===== config.mk =====
export PLATFORM = sky130hd
export DESIGN_NAME = io_port_bus
export DESIGN_NICKNAME = d
export VERILOG_FILES = /design/src/rtl/io_bus_pkg.sv /design/src/rtl/io_out_sel.sv /design/src/rtl/io_out_reg.sv /design/src/rtl/io_in_sel.sv /design/src/rtl/io_port_bus.sv
export SDC_FILE = /design/constraint.sdc
export NUM_CORES = 1
export LEC_CHECK = 0
export ABC_CLOCK_PERIOD_IN_PS = 800
export BUFFER_PORTS_ARGS = -buffer_cell sky130_fd_sc_hd__buf_2
export CAP_MARGIN = 20
export CORE_AREA = 5 5 72 74
export DETAILED_ROUTE_END_ITERATION = 8
export DIE_AREA = 0 0 77 79
export GPL_TIMING_DRIVEN = 0
export PLACE_DENSITY_LB_ADDON = 0.1
export SLEW_MARGIN = 20
export SYNTH_ARGS = -nofsm -noshare
export SYNTH_HDL_FRONTEND = slang
export SYNTH_SLANG_ARGS = --single-unit

===== constraint.sdc =====
create_clock -name clk -period 0.8 [get_ports clk]
set_input_delay 0.16 -clock clk [delete_from_list [all_inputs] [get_ports clk]]
set_output_delay 0.16 -clock clk [all_outputs]
set_load 0.02 [all_outputs]

===== src/rtl/io_bus_pkg.sv =====
package io_bus_pkg;
  localparam int BYTE_W = 8;
  localparam int ADDR_W = 8;
  typedef logic [BYTE_W-1:0] byte_t;
  typedef logic [ADDR_W-1:0] addr_t;
endpackage


===== src/rtl/io_out_sel.sv =====
module io_out_sel
  import io_bus_pkg::*;
#(
  parameter int N_OUT  = 4,
  parameter bit ONEHOT = 1'b0
) (
  input  addr_t            addr,
  output logic [N_OUT-1:0] sel
);
  generate
    if (ONEHOT) begin : g_onehot
      for (genvar k = 0; k < N_OUT; k++) begin : g_bit
        assign sel[k] = addr[k];
      end
    end else begin : g_full
      for (genvar k = 0; k < N_OUT; k++) begin : g_cmp
        assign sel[k] = (addr == ADDR_W'(k));
      end
    end
  endgenerate
endmodule


===== src/rtl/io_out_reg.sv =====
module io_out_reg
  import io_bus_pkg::*;
(
  input  logic  clk,
  input  logic  rst_n,
  input  logic  we,
  input  byte_t d,
  output byte_t q
);
  byte_t q_nxt;

  always_comb begin
    q_nxt = q;
    if (we) q_nxt = d;
  end

  always_ff @(posedge clk or negedge rst_n) begin
    if (!rst_n) q <= '0;
    else        q <= q_nxt;
  end


  load_value_chk: assert property (@(posedge clk) disable iff (!rst_n)
    we |=> (q == $past(d)));

  hold_value_chk: assert property (@(posedge clk) disable iff (!rst_n)
    !we |=> $stable(q));
endmodule


===== src/rtl/io_in_sel.sv =====
module io_in_sel
  import io_bus_pkg::*;
#(
  parameter int N_IN = 4
) (
  input  logic                   clk,
  input  logic                   rst_n,
  input  addr_t                  addr,
  input  logic [N_IN*BYTE_W-1:0] in_flat,
  output byte_t                  rd_data
);
  localparam logic [ADDR_W:0] IN_LIM = (ADDR_W+1)'(N_IN);

  byte_t in_arr [N_IN];
  byte_t rd_nxt;

  generate
    for (genvar k = 0; k < N_IN; k++) begin : g_split
      assign in_arr[k] = in_flat[k*BYTE_W +: BYTE_W];
    end
  endgenerate

  always_comb begin
    rd_nxt = '0;
    for (int k = 0; k < N_IN; k++) begin
      if (addr == ADDR_W'(k)) rd_nxt = in_arr[k];
    end
  end

  always_ff @(posedge clk or negedge rst_n) begin
    if (!rst_n) rd_data <= '0;
    else        rd_data <= rd_nxt;
  end


  empty_read_chk: assert property (@(posedge clk) disable iff (!rst_n)
    ({1'b0, addr} >= IN_LIM) |=> (rd_data == '0));

  generate
    for (genvar k = 0; k < N_IN; k++) begin : g_rdchk

      read_follow_chk: assert property (@(posedge clk) disable iff (!rst_n)
        (addr == ADDR_W'(k)) |=> (rd_data == $past(in_arr[k])));
    end
  endgenerate
endmodule


===== src/rtl/io_port_bus.sv =====
module io_port_bus
  import io_bus_pkg::*;
#(
  parameter int N_IN   = 4,
  parameter int N_OUT  = 4,
  parameter bit ONEHOT = 1'b0
) (
  input  logic                    clk,
  input  logic                    rst_n,
  input  logic [7:0]              port_addr,
  input  logic                    rd_stb,
  input  logic                    wr_stb,
  input  logic [7:0]              wr_data,
  input  logic [N_IN*BYTE_W-1:0]  in_ports,
  output logic [7:0]              rd_data,
  output logic [N_OUT*BYTE_W-1:0] out_ports
);
  localparam logic [ADDR_W:0] OUT_LIM = (ADDR_W+1)'(N_OUT);

  logic [N_OUT-1:0] sel;

  io_out_sel #(.N_OUT(N_OUT), .ONEHOT(ONEHOT)) u_sel (
    .addr (port_addr),
    .sel  (sel)
  );

  generate
    for (genvar k = 0; k < N_OUT; k++) begin : g_lat
      io_out_reg u_reg (
        .clk   (clk),
        .rst_n (rst_n),
        .we    (wr_stb & sel[k]),
        .d     (wr_data),
        .q     (out_ports[k*BYTE_W +: BYTE_W])
      );
    end
  endgenerate

  io_in_sel #(.N_IN(N_IN)) u_in (
    .clk     (clk),
    .rst_n   (rst_n),
    .addr    (port_addr),
    .in_flat (in_ports),
    .rd_data (rd_data)
  );


  rd_hold_chk: assert property (@(posedge clk) disable iff (!rst_n)
    rd_stb |-> $stable(port_addr));

  wr_hold_chk: assert property (@(posedge clk) disable iff (!rst_n)
    wr_stb |-> ($stable(port_addr) && $stable(wr_data)));

  generate
    if (!ONEHOT) begin : g_fullchk

      unmapped_write_chk: assert property (@(posedge clk) disable iff (!rst_n)
        (wr_stb && ({1'b0, port_addr} >= OUT_LIM)) |=> $stable(out_ports));
    end
  endgenerate
endmodule


; ---- Yosys cells after proc, flatten, opt, wreduce, memory -nomap -nowiden
; Index checks and enable logic that the tools add are counted.
[word_totals]
reg_bits = 40
output_inout_bits = 40
elab_cells = 17
[classes]
eq_ne = 3
n_mux = 4
bitwise = 4
n_reduce_logical = 1
[op_table]
columns = op, n
row1 = 8-bit 2-to-1 mux, 4
row2 = 8-bit by 2-bit equality test with 1-bit output (second input constant), 2
row3 = 8-bit by 1-bit equality test with 1-bit output (second input constant), 1
row4 = 8-bit zero test, 1
row5 = 1-bit AND, 4

; ---- Depth between registers and ports, before layout
[logic_depth]
depth_word = 5
depth_mapped = 4
ltp_nobuf = 3

; ---- Hierarchy
; From an unflattened synthesis, not the netlist that was laid out.
[hier_totals]
hier_cells = 108
area_unflattened_um2 = 1871.8
[by_module_without_submodules]
columns = module, n_inst, cells_per_inst, area_each_um2
row1 = io_out_reg, 4, 17, 331.6
row2 = io_in_sel, 1, 28, 462.9
row3 = io_out_sel, 1, 8, 57.6
row4 = io_port_bus, 1, 4, 25.0

; ---- Worst setup path after synthesis
; Ideal clock, no wire load.
[synth_path]
kind = input-to-reg
startpoint = input port_addr[7]
endpoint = register g_lat[1].u_reg.q[3]
setup_ns = 0.125
arrival_ns = 1.151
t_required_ns = 0.675
setup_slack_ns = -0.476
path_stages = 4
n_path_buf = 1
cell_sequence = nor4_4 buf_6 nand4b_4 mux2_4
[synth_via]
elab_chain_len = 2
[synth_rtl]
columns = element, line_no
row1 = "start, declared", io_port_bus.sv:10  ; input logic [7:0] port_addr,
row2 = 8-bit by 1-bit equality test with 1-bit output, io_out_sel.sv:17  ; assign sel[k] = (addr == ADDR_W'(k));
row3 = 1-bit AND, io_port_bus.sv:32  ; .we (wr_stb & sel[k]),
row4 = "end signal, assigned", io_out_reg.sv:19  ; else q <= q_nxt;
row5 = "end, declared", io_out_reg.sv:8  ; output byte_t q
; Every way passes these cells.
; A chain may end at the register's enable or synchronous reset.

; ---- Worst setup path after layout
[layout_path]
startpoint = input port_addr[6]
endpoint = register g_lat[2].u_reg.q[4]
[layout_via]
elab_chain_len = 2
[layout_rtl]
columns = element, line_no
row1 = 8-bit by 2-bit equality test with 1-bit output, io_out_sel.sv:17
row2 = 1-bit AND, io_port_bus.sv:32
row3 = "end signal, assigned", io_out_reg.sv:19
row4 = "end, declared", io_out_reg.sv:8
; Every way passes these cells.

==> results.py <==
metrics = {
    "status": {
        "outcome": "complete, but fails checks",
        "failed_checks": "negative hold slack, negative setup slack",
    },
    "placement": {
        "port_buffers": 90,
        "hpwl_microns": 3150,
        "gp_congestion": 0.795,
        "dp_cells": 243,
        "preCtsSetupSlack_ps": -778,
    },
    "global_routing": {
        "overflow": 0,
        "grt_antenna_before_repair": 0,
        "grt_pass1_vias": 1553,
        "grt_max_degree": 41,
        "grt_pass1_wl_microns": 7530,
        "grt_usage": 0.156,
    },
    "final_layout": {
        "layout-drive-gt1-share": 0.800,
        "nets": 261,
        "fin_cells": 264,
        "diodes": 0,
        "area_growth_pct": 65.2,
        "fin_util": 0.631,
        "layout_common_cells": "buf_6, buf_2, dfrtp_1",
    },
    "clock_tree": {
        "cts_sinks": 40,
        "cts_buffer_depth": 2,
        "cts_tree": "yes",
        "cts_buffers": 5,
        "htree_levels": 2,
        "cts-root-buf": "clkbuf_8",
        "path_clk_slew_ps": 80,
        "cts_hold_buf": 0,
        "clkLatencyLatePin_ps": 280,
    },
    "timing": {
        "hold_ws_ps": -20.7,
        "worst_slew_margin_rel": 0.411,
        "max_freq_mhz": 876,
        "finalSetupViolations": 80,
        "hold_violations": 26,
        "worst_slew_pin_slew_ps": 883,
        "fin_setup_tns_ps": -16790,
        "skew_ps": 0,
        "fin_crit_sh": 1.43,
        "fin_crit_ps": 1140,
        "rsz0062_at_grt": "yes",
        "setup_slack_ps": -341,
        "drv_slew": 0,
    },
    "logic_synthesis": {
        "ys_ff_latch": 40,
        "yosysSeqAreaShare": 0.578,
        "synth_cell_types": 15,
        "syn_area_sq_mm": 0.00173,
        "postSynthCellCount": 99,
        "ys.warnings.count": 0,
        "syn_nets": 151,
        "synth.avg_cell_area_sq_um": 17.5,
    },
    "route": {
        "dr.first_iter.drc_count": 36,
        "final_antenna_net_count": 0,
        "dr_total_vias": 1289,
        "drcViolationCount": 0,
        "wl_per_cell_microns": 16.8,
        "via_per_inst": 4.88,
        "first_pass_iters": 4,
        "drt_wl_total_microns": 4440,
    },
    "hold_path": {
        "holdCritPathClass": "in2async",
    },
    "die": {
        "die_w_microns": 77,
        "io_pins": 92,
        "core-area_sq_mm": 0.00454,
        "row_count": 25,
        "start_util": 0.382,
        "dieArea_sq_mm": 0.00608,
        "die_y_microns": 79,
    },
    "worst_setup_path": {
        "crit_type": "in2reg",
        "cp_max_fo": 8,
        "cp_cell_sequence": "buf_6, nor4_4, buf_4, nand4b_4, mux2_2",
        "crit_required_ps": 970,
        "ff2ff_path_depth": 2,
        "cpPeakStageDelay_ps": 340,
        "cp.buffers_inverters": 2,
        "cp-start-kind": "input port",
        "cpMaxStageDelayCell": "mux2_2",
        "cp_num_cells": 5,
        "crit_path_end_kind": "flip-flop",
        "cp.arrival_ps": 1320,
        "path_delay_family": "simple AND/OR/NAND/NOR gates",
    },
    "power_and_ir_drop": {
        "power_density_mw_per_mm2": 1620,
        "cellLeakagePower_nw": 1.52,
        "ir_drop_mv": 1.16,
    },
    "flow_run": {
        "cap_violations": 0,
    },
}
final timing paths:
kind / from / end / slack, ps
setup / recovery: port_addr[6] / g_lat[2].u_reg.q[4] / -340
hold / removal: rst_n / g_lat[1].u_reg.q[5] / -20
setup reg to reg: g_lat[3].u_reg.q[4] / g_lat[3].u_reg.q[4] / -100
hold reg to reg: g_lat[1].u_reg.q[0] / g_lat[1].u_reg.q[0] / 530
max in group asynchronous: rst_n / u_in.rd_data[5] / 260
min in group clk: wr_data[5] / g_lat[2].u_reg.q[5] / 130
cell families after synthesis:
kind of cell,synth area share
and+or+nand+nor,0.0939
buffers and inverters,0.0137
muxes,0.314
DFF,0.578
cells in the mapped netlist (all sizes together):
master	instances	area share
nand4b	2	0.022
mux2	32	0.21
nand3	1	0.0058
nor3b	1	0.0072
buf	3	0.014
nand4	1	0.0072
mux4	8	0.10
nor4	1	0.012
nor2	2	0.0043
dfrtp	40	0.58
and3	8	0.035
what timing repair did:
| action | 4_1_cts | 5_1_grt |
|---|---|---|
| pin swaps | 10 | 2 |
| hold endpoints to repair | 0 | 0 |
| cloned | 1 | 0 |
| endpoints found under the setup margin | 80 | 80 |
| gates resized for setup | 100 | 3 |
| buffers inserted | 11 | 1 |
metrics by stage:
step	cell area (sq um)	power (mW)
after floorplan	1750	2.47
after global placement	2270	2.75
after detailed placement	2270	2.77
after CTS	2840	4.71
after global routing	2860	4.88
final	2860	4.65
registers in the layout, indices dropped and copies added (netlist names):
signal         count
g_lat.u_reg.q     32
u_in.rd_data       8
final cells by class:
type                       count  area (sq um)
tap                           54          67.6
clock inverter                 2          38.8
sequential                    40          1000
multi-input combinational     56           772
buffer                         3          38.8
timing repair buffer         103           861
fill                         368          1670
clock buffer                   6          82.6
report_power, final:
part	internal (mW)	switching [mW]
Clock	1.02	0.703
Combinational	0.446	0.324
Sequential	2.10	0.0561
layer usage:
metal  global-route usage  vias up  routed length, microns
met5                    0        -                       0
met1                0.179      627                    1670
met4               0.0515        0                      72
met2                0.261       59                    2310
met3               0.0680        8                     386
li1                     -      595                       -
Power figures use the tool's default switching activity.
